### config.mk
export PLATFORM = sky130hd
export DESIGN_NAME = smb_cfg_target
export DESIGN_NICKNAME = d
export VERILOG_FILES = /design/src/rtl/smb_pkg.sv /design/src/rtl/smb_line_sync.sv /design/src/rtl/smb_regbank.sv /design/src/rtl/smb_cfg_target.sv
export SDC_FILE = /design/constraint.sdc
export NUM_CORES = 1
export LEC_CHECK = 0
export BUFFER_PORTS_ARGS = -buffer_cell sky130_fd_sc_hd__clkbuf_2
export CAP_MARGIN = 20
export CORE_UTILIZATION = 25
export CTS_BUF_LIST = sky130_fd_sc_hd__clkbuf_8
export DETAILED_ROUTE_END_ITERATION = 10
export GPL_TIMING_DRIVEN = 0
export PLACE_DENSITY = 0.4
export SLEW_MARGIN = 20
export SYNTH_ARGS = -nofsm -noshare
export SYNTH_HDL_FRONTEND = slang
export SYNTH_HIERARCHICAL = 1
export SYNTH_SLANG_ARGS = --single-unit
### constraint.sdc
create_clock -name clk -period 3.66 [get_ports clk]
set_clock_uncertainty 0.1 [all_clocks]
set_input_delay 1.098 -clock clk [delete_from_list [all_inputs] [get_ports clk]]
set_output_delay 1.098 -clock clk [all_outputs]
set_load 0.01 [all_outputs]
### src/rtl/smb_pkg.sv
package smb_pkg;
    localparam int BYTE_W = 8;

    typedef enum logic [3:0] {
        S_IDLE,
        S_ADDR,
        S_ADDR_ACK,
        S_INDEX,
        S_INDEX_ACK,
        S_COUNT,
        S_COUNT_ACK,
        S_WDATA,
        S_WDATA_ACK,
        S_TX,
        S_TX_ACK,
        S_IGNORE
    } smb_state_e;
endpackage

### src/rtl/smb_line_sync.sv
module smb_line_sync #(
    parameter int STAGES = 2
) (
    input  logic clk,
    input  logic rst_n,
    input  logic d,
    output logic q,
    output logic rise,
    output logic fall
);
    logic [STAGES-1:0] chain;
    logic              q_prev;

    always_ff @(posedge clk or negedge rst_n) begin
        if (!rst_n) begin
            chain  <= '1;
            q_prev <= 1'b1;
        end else begin
            chain  <= {chain[STAGES-2:0], d};
            q_prev <= chain[STAGES-1];
        end
    end

    assign q    = chain[STAGES-1];
    assign rise = q & ~q_prev;
    assign fall = ~q & q_prev;
endmodule

### src/rtl/smb_regbank.sv
module smb_regbank #(
    parameter int         NUM_REGS  = 8,
    parameter int         ID_REG    = 4,
    parameter int         DEVID_REG = 5,
    parameter logic [3:0] REV_ID    = 4'h2,
    parameter logic [7:0] DEV_ID    = 8'h83,
    localparam int        IW        = $clog2(NUM_REGS)
) (
    input  logic                  clk,
    input  logic                  rst_n,
    input  logic                  we,
    input  logic [IW-1:0]         waddr,
    input  logic [7:0]            wdata,
    input  logic [IW-1:0]         raddr,
    output logic [7:0]            rdata,
    output logic [NUM_REGS*8-1:0] image
);
    function automatic logic [7:0] init_of(int i);
        case (i)
            0:         return 8'h07;
            1:         return 8'hFF;
            6:         return 8'h07;
            ID_REG:    return {REV_ID, 4'b0001};
            DEVID_REG: return DEV_ID;
            default:   return 8'h00;
        endcase
    endfunction

    logic [7:0] bank [NUM_REGS];

    for (genvar g = 0; g < NUM_REGS; g++) begin : g_byte
        localparam logic [7:0] INIT = init_of(g);
        if (g == ID_REG || g == DEVID_REG) begin : g_fixed
            assign bank[g] = INIT;
        end else begin : g_store
            logic [7:0] val;
            always_ff @(posedge clk or negedge rst_n) begin
                if (!rst_n)
                    val <= INIT;
                else if (we && waddr == IW'(g))
                    val <= wdata;
            end
            assign bank[g] = val;
        end
        assign image[g*8 +: 8] = bank[g];
    end

    assign rdata = bank[raddr];
endmodule

### src/rtl/smb_cfg_target.sv
module smb_cfg_target
    import smb_pkg::*;
#(
    parameter logic [6:0] DEV_ADDR    = 7'h6E,
    parameter int         NUM_REGS    = 8,
    parameter int         COUNT_REG   = 6,
    parameter logic [3:0] REV_ID      = 4'h2,
    parameter logic [7:0] DEV_ID      = 8'h83,
    parameter int         SYNC_STAGES = 2
) (
    input  logic                  clk,
    input  logic                  rst_n,
    input  logic                  scl_in,
    input  logic                  sda_in,
    output logic                  sda_oe,
    output logic [NUM_REGS*8-1:0] reg_image
);
    localparam int            IW      = $clog2(NUM_REGS);
    localparam logic [IW-1:0] IDX_ONE = 1;

    logic scl_s, scl_r, scl_f;
    logic sda_s, sda_r, sda_f;

    smb_line_sync #(.STAGES(SYNC_STAGES)) u_scl_sync (
        .clk(clk), .rst_n(rst_n), .d(scl_in), .q(scl_s), .rise(scl_r), .fall(scl_f)
    );
    smb_line_sync #(.STAGES(SYNC_STAGES)) u_sda_sync (
        .clk(clk), .rst_n(rst_n), .d(sda_in), .q(sda_s), .rise(sda_r), .fall(sda_f)
    );

    logic ev_start, ev_stop;
    assign ev_start = sda_f & scl_s;
    assign ev_stop  = sda_r & scl_s;

    smb_state_e       state, state_nx;
    logic [6:0]       rx_sh;
    logic [7:0]       rx_byte;
    logic [3:0]       bitcnt;
    logic             drv;
    logic             ack_ok;
    logic             rd_dir;
    logic [IW-1:0]    idx;
    logic [7:0]       wr_left;
    logic [7:0]       rd_left;
    logic [7:0]       tx_sh;
    logic [7:0]       rd_data;
    logic [7:0]       count_val;
    logic             byte_done;
    logic             ack_end;
    logic             reg_we;

    assign rx_byte   = {rx_sh, sda_s};
    assign byte_done = scl_r && (bitcnt == 4'd7);
    assign ack_end   = scl_f && drv;
    assign count_val = reg_image[COUNT_REG*8 +: 8];
    assign reg_we    = (state == S_WDATA) && byte_done && (wr_left != 8'd0)
                       && !ev_start && !ev_stop;

    smb_regbank #(
        .NUM_REGS(NUM_REGS), .ID_REG(4), .DEVID_REG(5),
        .REV_ID(REV_ID), .DEV_ID(DEV_ID)
    ) u_bank (
        .clk(clk), .rst_n(rst_n), .we(reg_we), .waddr(idx), .wdata(rx_byte),
        .raddr(idx), .rdata(rd_data), .image(reg_image)
    );

    // next-state logic
    always_comb begin
        state_nx = state;
        if (ev_stop)
            state_nx = S_IDLE;
        else if (ev_start)
            state_nx = S_ADDR;
        else begin
            unique case (state)
                S_IDLE, S_IGNORE: state_nx = state;
                S_ADDR:      if (byte_done) state_nx = (rx_byte[7:1] == DEV_ADDR) ? S_ADDR_ACK : S_IGNORE;
                S_INDEX:     if (byte_done) state_nx = S_INDEX_ACK;
                S_COUNT:     if (byte_done) state_nx = S_COUNT_ACK;
                S_WDATA:     if (byte_done) state_nx = S_WDATA_ACK;
                S_ADDR_ACK:  if (ack_end) state_nx = rd_dir ? S_TX : S_INDEX;
                S_INDEX_ACK: if (ack_end) state_nx = S_COUNT;
                S_COUNT_ACK: if (ack_end) state_nx = S_WDATA;
                S_WDATA_ACK: if (ack_end) state_nx = S_WDATA;
                S_TX:        if (scl_f && bitcnt == 4'd8) state_nx = S_TX_ACK;
                S_TX_ACK: begin
                    if (scl_r && sda_s)    state_nx = S_IGNORE;
                    else if (scl_f && drv) state_nx = S_TX;
                end
                default: state_nx = S_IDLE;
            endcase
        end
    end

    // state register
    always_ff @(posedge clk or negedge rst_n) begin
        if (!rst_n) state <= S_IDLE;
        else        state <= state_nx;
    end

    // byte datapath
    always_ff @(posedge clk or negedge rst_n) begin
        if (!rst_n) begin
            rx_sh   <= '0;
            bitcnt  <= '0;
            drv     <= 1'b0;
            ack_ok  <= 1'b0;
            rd_dir  <= 1'b0;
            idx     <= '0;
            wr_left <= '0;
            rd_left <= '0;
            tx_sh   <= 8'hFF;
        end else if (ev_start || ev_stop) begin
            bitcnt <= '0;
            drv    <= 1'b0;
            ack_ok <= 1'b0;
        end else begin
            case (state)
                S_ADDR, S_INDEX, S_COUNT, S_WDATA: begin
                    if (scl_r) begin
                        rx_sh  <= rx_byte[6:0];
                        bitcnt <= (bitcnt == 4'd7) ? 4'd0 : bitcnt + 4'd1;
                        if (bitcnt == 4'd7) begin
                            drv    <= 1'b0;
                            ack_ok <= 1'b1;
                            if (state == S_ADDR)  rd_dir  <= rx_byte[0];
                            if (state == S_INDEX) idx     <= rx_byte[IW-1:0];
                            if (state == S_COUNT) wr_left <= rx_byte;
                            if (state == S_WDATA) begin
                                if (wr_left != 8'd0) begin
                                    idx     <= idx + IDX_ONE;
                                    wr_left <= wr_left - 8'd1;
                                end else begin
                                    ack_ok <= 1'b0;
                                end
                            end
                        end
                    end
                end
                S_ADDR_ACK, S_INDEX_ACK, S_COUNT_ACK, S_WDATA_ACK: begin
                    if (scl_f) begin
                        drv <= ~drv;
                        if (drv && state == S_ADDR_ACK && rd_dir) begin
                            tx_sh   <= count_val;
                            rd_left <= count_val;
                            bitcnt  <= '0;
                        end
                    end
                end
                S_TX: begin
                    if (scl_r) bitcnt <= bitcnt + 4'd1;
                    if (scl_f) begin
                        if (bitcnt == 4'd8) begin
                            bitcnt <= '0;
                            drv    <= 1'b0;
                        end else begin
                            tx_sh <= {tx_sh[6:0], 1'b1};
                        end
                    end
                end
                S_TX_ACK: begin
                    if (scl_r && !sda_s) drv <= 1'b1;
                    if (scl_f && drv) begin
                        drv <= 1'b0;
                        if (rd_left != 8'd0) begin
                            tx_sh   <= rd_data;
                            idx     <= idx + IDX_ONE;
                            rd_left <= rd_left - 8'd1;
                        end else begin
                            tx_sh <= 8'hFF;
                        end
                    end
                end
                default: ;
            endcase
        end
    end

    // outputs
    always_comb begin
        sda_oe = 1'b0;
        unique case (state)
            S_ADDR_ACK, S_INDEX_ACK, S_COUNT_ACK, S_WDATA_ACK: sda_oe = drv & ack_ok;
            S_TX:    sda_oe = ~tx_sh[7];
            default: sda_oe = 1'b0;
        endcase
    end

    assert_sda_scl_low_R12: assert property (@(posedge clk) disable iff (!rst_n)
        !$stable(sda_oe) |-> !scl_s)
        else $error("sda_oe changed while SCL high");

    assert_store_after_byte_R4: assert property (@(posedge clk) disable iff (!rst_n)
        !$stable(reg_image) |-> $past(state) == S_WDATA)
        else $error("register bank changed outside a data byte");

    assert_ignore_exit_R3: assert property (@(posedge clk) disable iff (!rst_n)
        ($past(state) == S_IGNORE && state != S_IGNORE) |-> (state == S_ADDR || state == S_IDLE))
        else $error("left ignore state without start or stop");

    assert_stop_idle_R10: assert property (@(posedge clk) disable iff (!rst_n)
        ev_stop |=> state == S_IDLE)
        else $error("stop did not return to idle");

    assert_tx_bits_R7: assert property (@(posedge clk) disable iff (!rst_n)
        state == S_TX |-> bitcnt <= 4'd8)
        else $error("transmit bit counter overran");
endmodule

==> impl_metrics.yaml, run 1 <==
drt:
  route.detailed.drc: 0
  wirelength_um: 17290
  wire_per_inst_um: 18.82
  firstDrtPassIters: 4
  vias: 4612
  drt-initial-drc-count: 241
  routed_via_density: 5.018
  detail-route-antenna-nets: 0
cts:
  cts_buffers: 9
  clk_pin_slew_ps: 100
  hold_buffers: 0
  cts-root-buf: "clkbuf_8"
  cts_setup_buffers: 0
  ctsHtreeMaxLevel: 3
  cts_resized: 0
  cts.sinks: 99
  cts_buffer_depth: 2
  clk_latency_ps: 390
  cts_tree: "yes"
logic_synthesis:
  syn_area_mm2: 0.005743
  synth-main-ff-cell: "dfrtp_1"
  yosysSeqAreaShare_pct: 43.75
  async_flop_share_pct: 100.0
  ys_warn_count: 6
  syn_inst: 551
  synth-edff-count: 0
  postSynthAreaPerCell_um2: 10.42
  ys_types: 73
  synth-seq-cells: 99
layout:
  antenna_cells_inserted: 0
  fillerInstances: 2377
  final_layout_size_suffix_gt1_share_pct: 33.75
  final_area_mm2: 0.006640
  area_growth_pct: 15.62
  layout.nets: 639
status:
  status: "complete, no violations"
timing:
  maxSlewViolCount: 0
  timing.hold.ws_ps: 263.3
  fmax_mhz: 287.3
  post-route-period-util_pct: 95.10
  setup-violations-final: 0
  final-hold-violation-count: 0
  worst_pin_slew_ps: 708.4
  rsz0062_at_grt: "no"
  period_needed_ps: 3481
  slew_headroom_pct: 52.41
flow_run:
  max-cap-violations: 0
power_and_ir_drop:
  p_int_mw: 2.003
  ir_drop_mv: 0.1916
  swShare_pct: 41.45
  p_comb_share_pct: 37.5
  power.density_mw_per_mm2: 515.2
  p_clk_share_pct: 21.0
  pwr-share-seq_pct: 41.5
  power.leakage_nw: 2.877
  p_switching_mw: 1.418
global_route:
  grt_pass1_vias: 4582
  gr-total-overflow: 0
  antenna_found_initial: 0
  grt_max_degree: 86
  grt_usage_pct: 15.05
  grt_pass1_wl_um: 27310
setup_path:
  slowest_stage: "clkbuf_1"
  start_kind: "flop"
  path_max_fanout: 10
  crit_buf_inv: 3
  cp-end-kind: "output pin"
  max_stage_delay_ps: 430
  cp.arrival_ps: 2280
  crit_type: "reg -> out"
  required_ps: 2460
  crit_family: "buffers and inverters"
  crit_chain: "buf_4 -> clkbuf_1 -> nor2b_1 -> nand2_1 -> o21ai_0 -> clkbuf_2"
placement:
  place_hpwl_um: 12440
  placed_area_mm2: 0.006449
  place.gp.congestion: 0.8431
  io_buffers: 52
die:
  die_area_mm2: 0.02358
  start_util_pct: 25.44
  die_y_um: 153.6
  io_pins: 69
  coreArea_mm2: 0.02257
  die-width_um: 153.6
  row_count: 55
worst_hold_path:
  hold_path_class: "reg -> reg"
==> worst register-to-register path, cell delays in order, from the launching register on <==
cell      delay (ps)
dfstp_2          630
nor2b_1          140
clkbuf_1         390
inv_1            200
nor3_1           340
and2_1           200
clkbuf_1         230
nor4b_4          610
mux2_2           400
==> synth_stat cells (all sizes together), types with 4 or more instances <==
library cell / n / area [µm²]
nor3: 9 / 56.31
nand3: 8 / 40.04
nor2: 35 / 131.4
inv: 12 / 45.04
nand4: 4 / 40.04
nor4b: 4 / 50.05
o21ai: 40 / 203.9
a21oi: 21 / 108.9
mux2i: 16 / 160.2
dfstp: 28 / 735.7
a31oi: 4 / 25.02
nand2b: 6 / 37.54
or3: 4 / 25.02
dfrtp: 71 / 1777
and2: 4 / 25.02
nand2: 34 / 127.6
buf: 30 / 192.7
a32oi: 10 / 87.58
o221ai: 7 / 61.31
ha: 6 / 75.07
a21o: 4 / 30.03
nor2b: 15 / 93.84
mux2: 69 / 777.0
a211oi: 8 / 60.06
o22a: 6 / 52.55
clkbuf: 17 / 65.06
o211ai: 12 / 90.09
o22ai: 7 / 57.56
==> layer usage <==
layer	up-vias	GRT usage, %	part of all wire [%]
met2	131	24.46	48
met1	2283	20.23	47
met5	-	0	0
li1	2185	-	-
met3	13	3.551	4.6
met4	0	3.333	1.0
==> layout by cell type (no fill, tap or decap), types with 6 or more instances in the layout <==
cell type,count
dfrtp_1,71
mux2_2,69
clkbuf_2,52
o21ai_0,36
nor2_1,35
nand2_1,34
dfstp_2,28
a21oi_1,20
buf_4,17
clkbuf_1,16
mux2i_1,16
conb_1,16
nor2b_1,15
buf_2,13
inv_1,12
o211ai_1,12
a32oi_1,10
clkbuf_8,10
nand3_1,8
nor3_1,8
a211oi_1,8
o221ai_1,7
nand2b_1,6
o22a_1,6
o22ai_1,6
ha_1,6
==> power by group through the flow <==
stage	clock network (mW)	registers [mW]	logic, mW
2_1_floorplan	0	1.35	0.964
3_3_place_gp	0	1.44	1.27
3_5_place_dp	0	1.44	1.27
4_1_cts	0.763	1.42	1.28
5_1_grt	0.806	1.45	1.41
6_report	0.719	1.42	1.28
==> flip-flops by register name, summed over array words and instances, names as in the netlist, 2 cells and up <==
| register | cells |
|---|---|
| idx | 3 |
| u_bank/g_byte.g_store.val | 48 |
| tx_sh | 8 |
| rd_left | 8 |
| u_sda_sync/chain | 2 |
| u_scl_sync/chain | 2 |
| state | 4 |
| wr_left | 8 |
| bitcnt | 4 |
| rx_sh | 7 |
==> per-stage QoR <==
step	TNS [ps]	cells	utilization, %	power (mW)	setup slack [ps]
after floorplan	0	565	-	2.312	1066
final	0	919	29.42	3.421	179.2
after CTS	0	919	29.42	3.462	179.6
after global routing	0	919	29.42	3.668	21.18
after global placement	-4370	902	28.41	2.710	-73.19
after detailed placement	0	903	28.57	2.713	294.9
==> final timing paths <==
kind                                           from                              end  slack (ps)  cells after the start
min in group asynchronous                     rst_n                       wr_left[1]         450                      1
worst max-delay path                       state[3]                           sda_oe         180                      6
worst max register to register  u_scl_sync/chain[1]  u_bank/g_byte[0].g_store.val[7]         330                      8
max in group asynchronous                     rst_n  u_bank/g_byte[0].g_store.val[0]        2310                      2
worst min-delay path            u_scl_sync/chain[0]              u_scl_sync/chain[1]         260                      0
worst min register to register  u_scl_sync/chain[0]              u_scl_sync/chain[1]         260                      0
==> cells by family (layout without fill, tap and decap cells) <==
family          Yosys count  in the layout  share of synthesized area [%]
simple gates            149            149                          14.77
compound gates          146            146                          17.76
flops                    99             99                          43.75
mux                      85             85                          16.32
buf+inv                  60            129                          5.337
fa+ha+maj                 7              7                          1.481
xor+xnor                  3              3                         0.4576
other cells               2             16                         0.1308
==> cell type report <==
class	instances	area [µm²]	share of cell area [%]
Buffer	47	257.7	3.882
Clock buffer	9	123.9	1.865
Clock inverter	7	67.56	1.018
Inverter	13	48.80	0.7349
Multi-Input combinational cell	406	2977	44.83
Sequential cell	99	2512	37.84
Tap cell	285	356.6	5.370
Timing Repair Buffer	53	296.5	4.466
Power figures use the tool's default switching activity.
==> inputs of run 2 (changes only) <==
- ABC_CLOCK_PERIOD_IN_PS: default -> 3660
- REMOVE_ABC_BUFFERS: default -> 1
==> impl_metrics.yaml, run 2 (synthesis gave the netlist of run 1 again) <==
global_route:
  grtUsageMet1_pct: 19.94
  grt_busiest_layer: "met2"
  antenna_found_initial: 0
  grt_max_degree: 88
  grt_pass1_vias: 4418
  grt_usage_pct: 14.43
  gr-total-overflow: 0
  grt_pass1_wl_um: 26260
  use_met3_pct: 3.777
  use_met2_pct: 22.34
drt:
  detail-route-antenna-nets: 0
  route.detailed.drc: 2
  routed_via_density: 5.112
  vias: 4473
  wirelength_um: 16460
  firstDrtPassIters: 7
  drt-initial-drc-count: 204
  wire_per_inst_um: 18.81
placement:
  placed_area_mm2: 0.006226
  place_hpwl_um: 11330
  place.gp.congestion: 0.7811
  io_buffers: 52
layout:
  layout.nets: 595
  top_register: "u_bank/g_byte.g_store.val"
  final_area_mm2: 0.006459
  final_cell_mix: "mux2_2 (69), dfrtp_1 (68), clkbuf_2 (51)"
  largest_register_ffs: 48
  area_growth_pct: 12.46
  antenna_cells_inserted: 0
  final_common_cell: "mux2_2"
  fillerInstances: 2364
  final_layout_size_suffix_gt1_share_pct: 32.71
die:
  die_y_um: 153.6
  start_util_pct: 25.44
  die_area_mm2: 0.02358
  row_count: 55
  io_pins: 69
  coreArea_mm2: 0.02257
  die-width_um: 153.6
cts:
  clk_latency_ps: 390
  cts_buffer_depth: 2
  clk_pin_slew_ps: 110
  cts_tree: "yes"
  cts_buffers: 9
  ctsHtreeMaxLevel: 3
  cts-root-buf: "clkbuf_8"
  cts.sinks: 99
timing:
  slew_headroom_pct: 39.76
  fmax_mhz: 287.1
  worst_pin_slew_ps: 898.4
  post-route-period-util_pct: 95.16
  setup-violations-final: 0
  setup_tns_ps: 0
  maxSlewViolCount: 0
  period_needed_ps: 3483
  timing.hold.ws_ps: 263.1
  final-hold-violation-count: 0
  rsz0062_at_grt: "no"
power_and_ir_drop:
  p_total_mw: 3.361
  power.density_mw_per_mm2: 520.3
  power.leakage_nw: 2.725
  ir_drop_mv: 0.1728
setup_path:
  start_kind: "flop"
  required_ps: 2460
  path_max_fanout: 29
  crit_type: "reg -> out"
  cp-end-kind: "output pin"
  cp.arrival_ps: 2280
status:
  violations: "design-rule violations"
  status: "finished, violations left"
flow_run:
  max-cap-violations: 0
worst_hold_path:
  hold_path_class: "reg -> reg"
run 2: changes by cell type in the layout (fill, tap and decap cells not counted), moves of 3 or more:
cell	previous run	this run
clkbuf_1	16	0
buf_4	17	2
buf_2	13	0
dfrtp_1	71	68
dfrtp_2	0	3
run 2: area by class of cell:
cell class                 count  area, µm²  share of cell area, %
clock buffer                  10      137.6                  2.131
clock inverter                 6      60.06                 0.9299
inverter                      13      48.80                 0.7555
multi-input combinational    406       3008                  46.57
sequential                    99       2516                  38.96
tap                          285      356.6                  5.521
timing repair buffer          56      331.6                  5.134
run 2: path summary, 6_finish.rpt:
check                                     from                               to  slack, ps  depth (start not counted)
hold reg to reg            u_sda_sync/chain[0]              u_sda_sync/chain[1]        260                          0
hold / removal             u_sda_sync/chain[0]              u_sda_sync/chain[1]        260                          0
setup reg to reg           u_sda_sync/chain[1]  u_bank/g_byte[0].g_store.val[6]        190                          6
min in group asynchronous                rst_n                       rd_left[5]        440                          1
max in group asynchronous                rst_n  u_bank/g_byte[1].g_store.val[5]       2340                          2
setup / recovery                      state[3]                           sda_oe        180                          5
run 2: through the flow:
step | cells | worst slack (ps) | util (%)
global route | 875 | 32.39 | 28.61
detailed placement | 858 | 80.10 | 27.58
global placement | 855 | -609.3 | 27.27
CTS | 874 | 42.95 | 28.48
floorplan | 518 | 552.3 | -
finish | 875 | 177.1 | 28.61
run 2: critical path, cell delays in order (launching register included):
cell and delay, ps:
dfrtp_2 710, or3b_4 480, o22ai_4 260, nand3_1 100, o21ai_0 140, clkbuf_2 200
run 2: metal layers:
layer / wire length (µm) / vias to the layer above / part of all wire, %
li1: - / 2092 / -
met1: 7818 / 2247 / 48
met2: 7641 / 122 / 46
met3: 824 / 12 / 5.0
met4: 170 / 0 / 1.0
met5: 0 / - / 0
run 2: report_power, final:
part           internal [mW]  switching, mW
Combinational          0.466          0.611
Clock                  0.288          0.451
Sequential              1.23          0.319
Total                   1.98           1.38
run 2: what timing repair did:
| action | CTS | global route |
|---|---|---|
| buffers inserted | 0 | 1 |
| pin swaps | 0 | 1 |
| gates resized for setup | 2 | 4 |
| hold buffers | 0 | 0 |
| endpoints found under the setup margin | 1 | 17 |
==> inputs of run 3 (changes only) <==
- ABC_CLOCK_PERIOD_IN_PS: 3660 -> 2800
- PLACE_DENSITY: 0.4 -> 0.41
- clock period: 3.66 -> 2.8 ns (I/O delays scaled with it)
==> impl_metrics.yaml, run 3 (synthesis gave the netlist of run 1 again) <==
status:
  status: "complete, no violations"
cts:
  cts_tree: "yes"
  cts_buffer_depth: 2
  cts-root-buf: "clkbuf_8"
  clk_latency_ps: 390
  cts.sinks: 99
  clk_pin_slew_ps: 110
  cts_buffers: 9
  ctsHtreeMaxLevel: 3
timing:
  post-route-period-util_pct: 99.35
  rsz0062_at_grt: "yes"
  maxSlewViolCount: 0
  setup-violations-final: 0
  fmax_mhz: 359.5
  timing.hold.ws_ps: 264.0
  period_needed_ps: 2782
  final-hold-violation-count: 0
  worst_pin_slew_ps: 773.0
  slew_headroom_pct: 47.73
  worst_slack_ps: 18.13
layout:
  area_growth_pct: 18.13
  layout.nets: 621
  final_cell_mix: "mux2_2 (69), dfrtp_1 (66), clkbuf_2 (50)"
  final_core_utilization_pct: 30.06
  final_layout_size_suffix_gt1_share_pct: 37.01
  top_register: "u_bank/g_byte.g_store.val"
  seq_area_mm2: 0.002530
  antenna_cells_inserted: 0
  largest_register_ffs: 48
  final_common_cell: "mux2_2"
  fillerInstances: 2322
  multiInputGateArea_mm2: 0.003062
setup_path:
  cp-end-kind: "output pin"
  ff2ff_setup_slack_ps: 100
  timing.rr.end: "u_bank/g_byte[2].g_store.val[6]"
  required_ps: 1860
  start_kind: "flop"
  rr_worst_depth: 8
  cp.arrival_ps: 1840
  crit_type: "reg -> out"
  r2r_start: "state[3]"
  path_max_fanout: 14
power_and_ir_drop:
  p_comb_share_pct: 37.9
  p_int_mw: 2.843
  p_switching_mw: 1.896
  power.leakage_nw: 2.884
  ir_drop_mv: 0.3023
  p_clk_share_pct: 21.9
  power.density_mw_per_mm2: 698.6
  swShare_pct: 40.01
  pwr-share-seq_pct: 40.2
flow_run:
  max-cap-violations: 0
drt:
  route.detailed.drc: 0
  vias: 4590
  detail-route-antenna-nets: 0
  wirelength_um: 16910
  firstDrtPassIters: 5
  routed_via_density: 5.094
  drt-initial-drc-count: 236
  wire_per_inst_um: 18.77
placement:
  pre_cts_ws_ps: -715.1
  io_buffers: 52
  place.gp.congestion: 0.7674
  place_hpwl_um: 11140
global_route:
  grt_pass1_vias: 4466
  antenna_found_initial: 0
  grt_usage_pct: 14.68
  gr-total-overflow: 0
  grt_max_degree: 51
  grt_pass1_wl_um: 26390
die:
  die_area_mm2: 0.02358
  die_y_um: 153.6
  die-width_um: 153.6
  start_util_pct: 25.44
  io_pins: 69
  coreArea_mm2: 0.02257
  row_count: 55
worst_hold_path:
  hp-start: "u_sda_sync/chain[0]"
  holdPathStages: 0
  hold_path_class: "reg -> reg"
  hold_end: "u_sda_sync/chain[1]"
==> run 3: cell types whose count changed in the layout (fill, tap and decap cells not counted), sizes merged <==
| cell | change |
|---|---|
| clkbuf | -2 |
| buf | +27 |
| bufinv | +1 |
| clkinvlp | +1 |
| inv | -1 |
==> run 3: power by group through the flow <==
stage	Sequential [mW]	Clock (mW)	Combinational [mW]
2_1_floorplan	1.86	0	1.08
3_3_place_gp	2.02	0	1.38
3_5_place_dp	2.03	0	1.40
4_1_cts	1.91	1.09	1.71
5_1_grt	1.93	1.14	1.96
6_report	1.91	1.04	1.80
==> run 3: metrics by stage <==
step | TNS, ps | power [mW] | cells | area (µm²)
CTS | -58.73 | 4.705 | 896 | 6714
global placement | -90730 | 3.397 | 855 | 6155
floorplan | -2462 | 2.932 | 518 | 5538
finish | 0 | 4.739 | 901 | 6784
global route | -54.26 | 5.033 | 901 | 6784
detailed placement | -35840 | 3.430 | 857 | 6241
==> run 3: worst max-delay path by stage <==
stage / startpoint / endpoint / cells past startpoint
2_1_floorplan: u_sda_sync/chain[1] / u_bank/g_byte[1].g_store.val[0] / 6
3_3_place_gp: u_sda_sync/chain[1] / u_bank/g_byte[1].g_store.val[7] / 6
3_5_place_dp: u_sda_sync/chain[1] / u_bank/g_byte[1].g_store.val[1] / 6
4_1_cts: state[1] / sda_oe / 5
5_1_grt: state[1] / sda_oe / 5
6_report: state[0] / sda_oe / 5
==> run 3: worst max-delay path: stages, from the launching register on <==
cell	delay, ps
dfrtp_4	570
or2_2	360
o22ai_4	170
nand3_2	90
o21ai_2	100
buf_2	170
==> run 3: area by class of cell <==
class / count / area share (%)
multi-input combinational: 406 / 45.13
sequential: 99 / 37.29
timing repair buffer: 82 / 8.429
tap: 285 / 5.256
clock buffer: 9 / 1.826
clock inverter: 7 / 1.346
inverter: 13 / 0.7193
==> run 3: repair_timing <==
item	in CTS	in global routing
hold buffers	0	0
resized for setup	18	7
setup endpoints to repair	71	33
buffers inserted	23	5
pin swaps	7	2
cloned	0	0
==> run 3: layer usage <==
metal / global-route usage, % / vias up / part of all wire (%)
met4: 5.000 / 0 / 1.9
met3: 3.551 / 21 / 4.6
met2: 22.10 / 129 / 45
li1: - / 2146 / -
met1: 20.47 / 2294 / 49
met5: 0 / - / 0
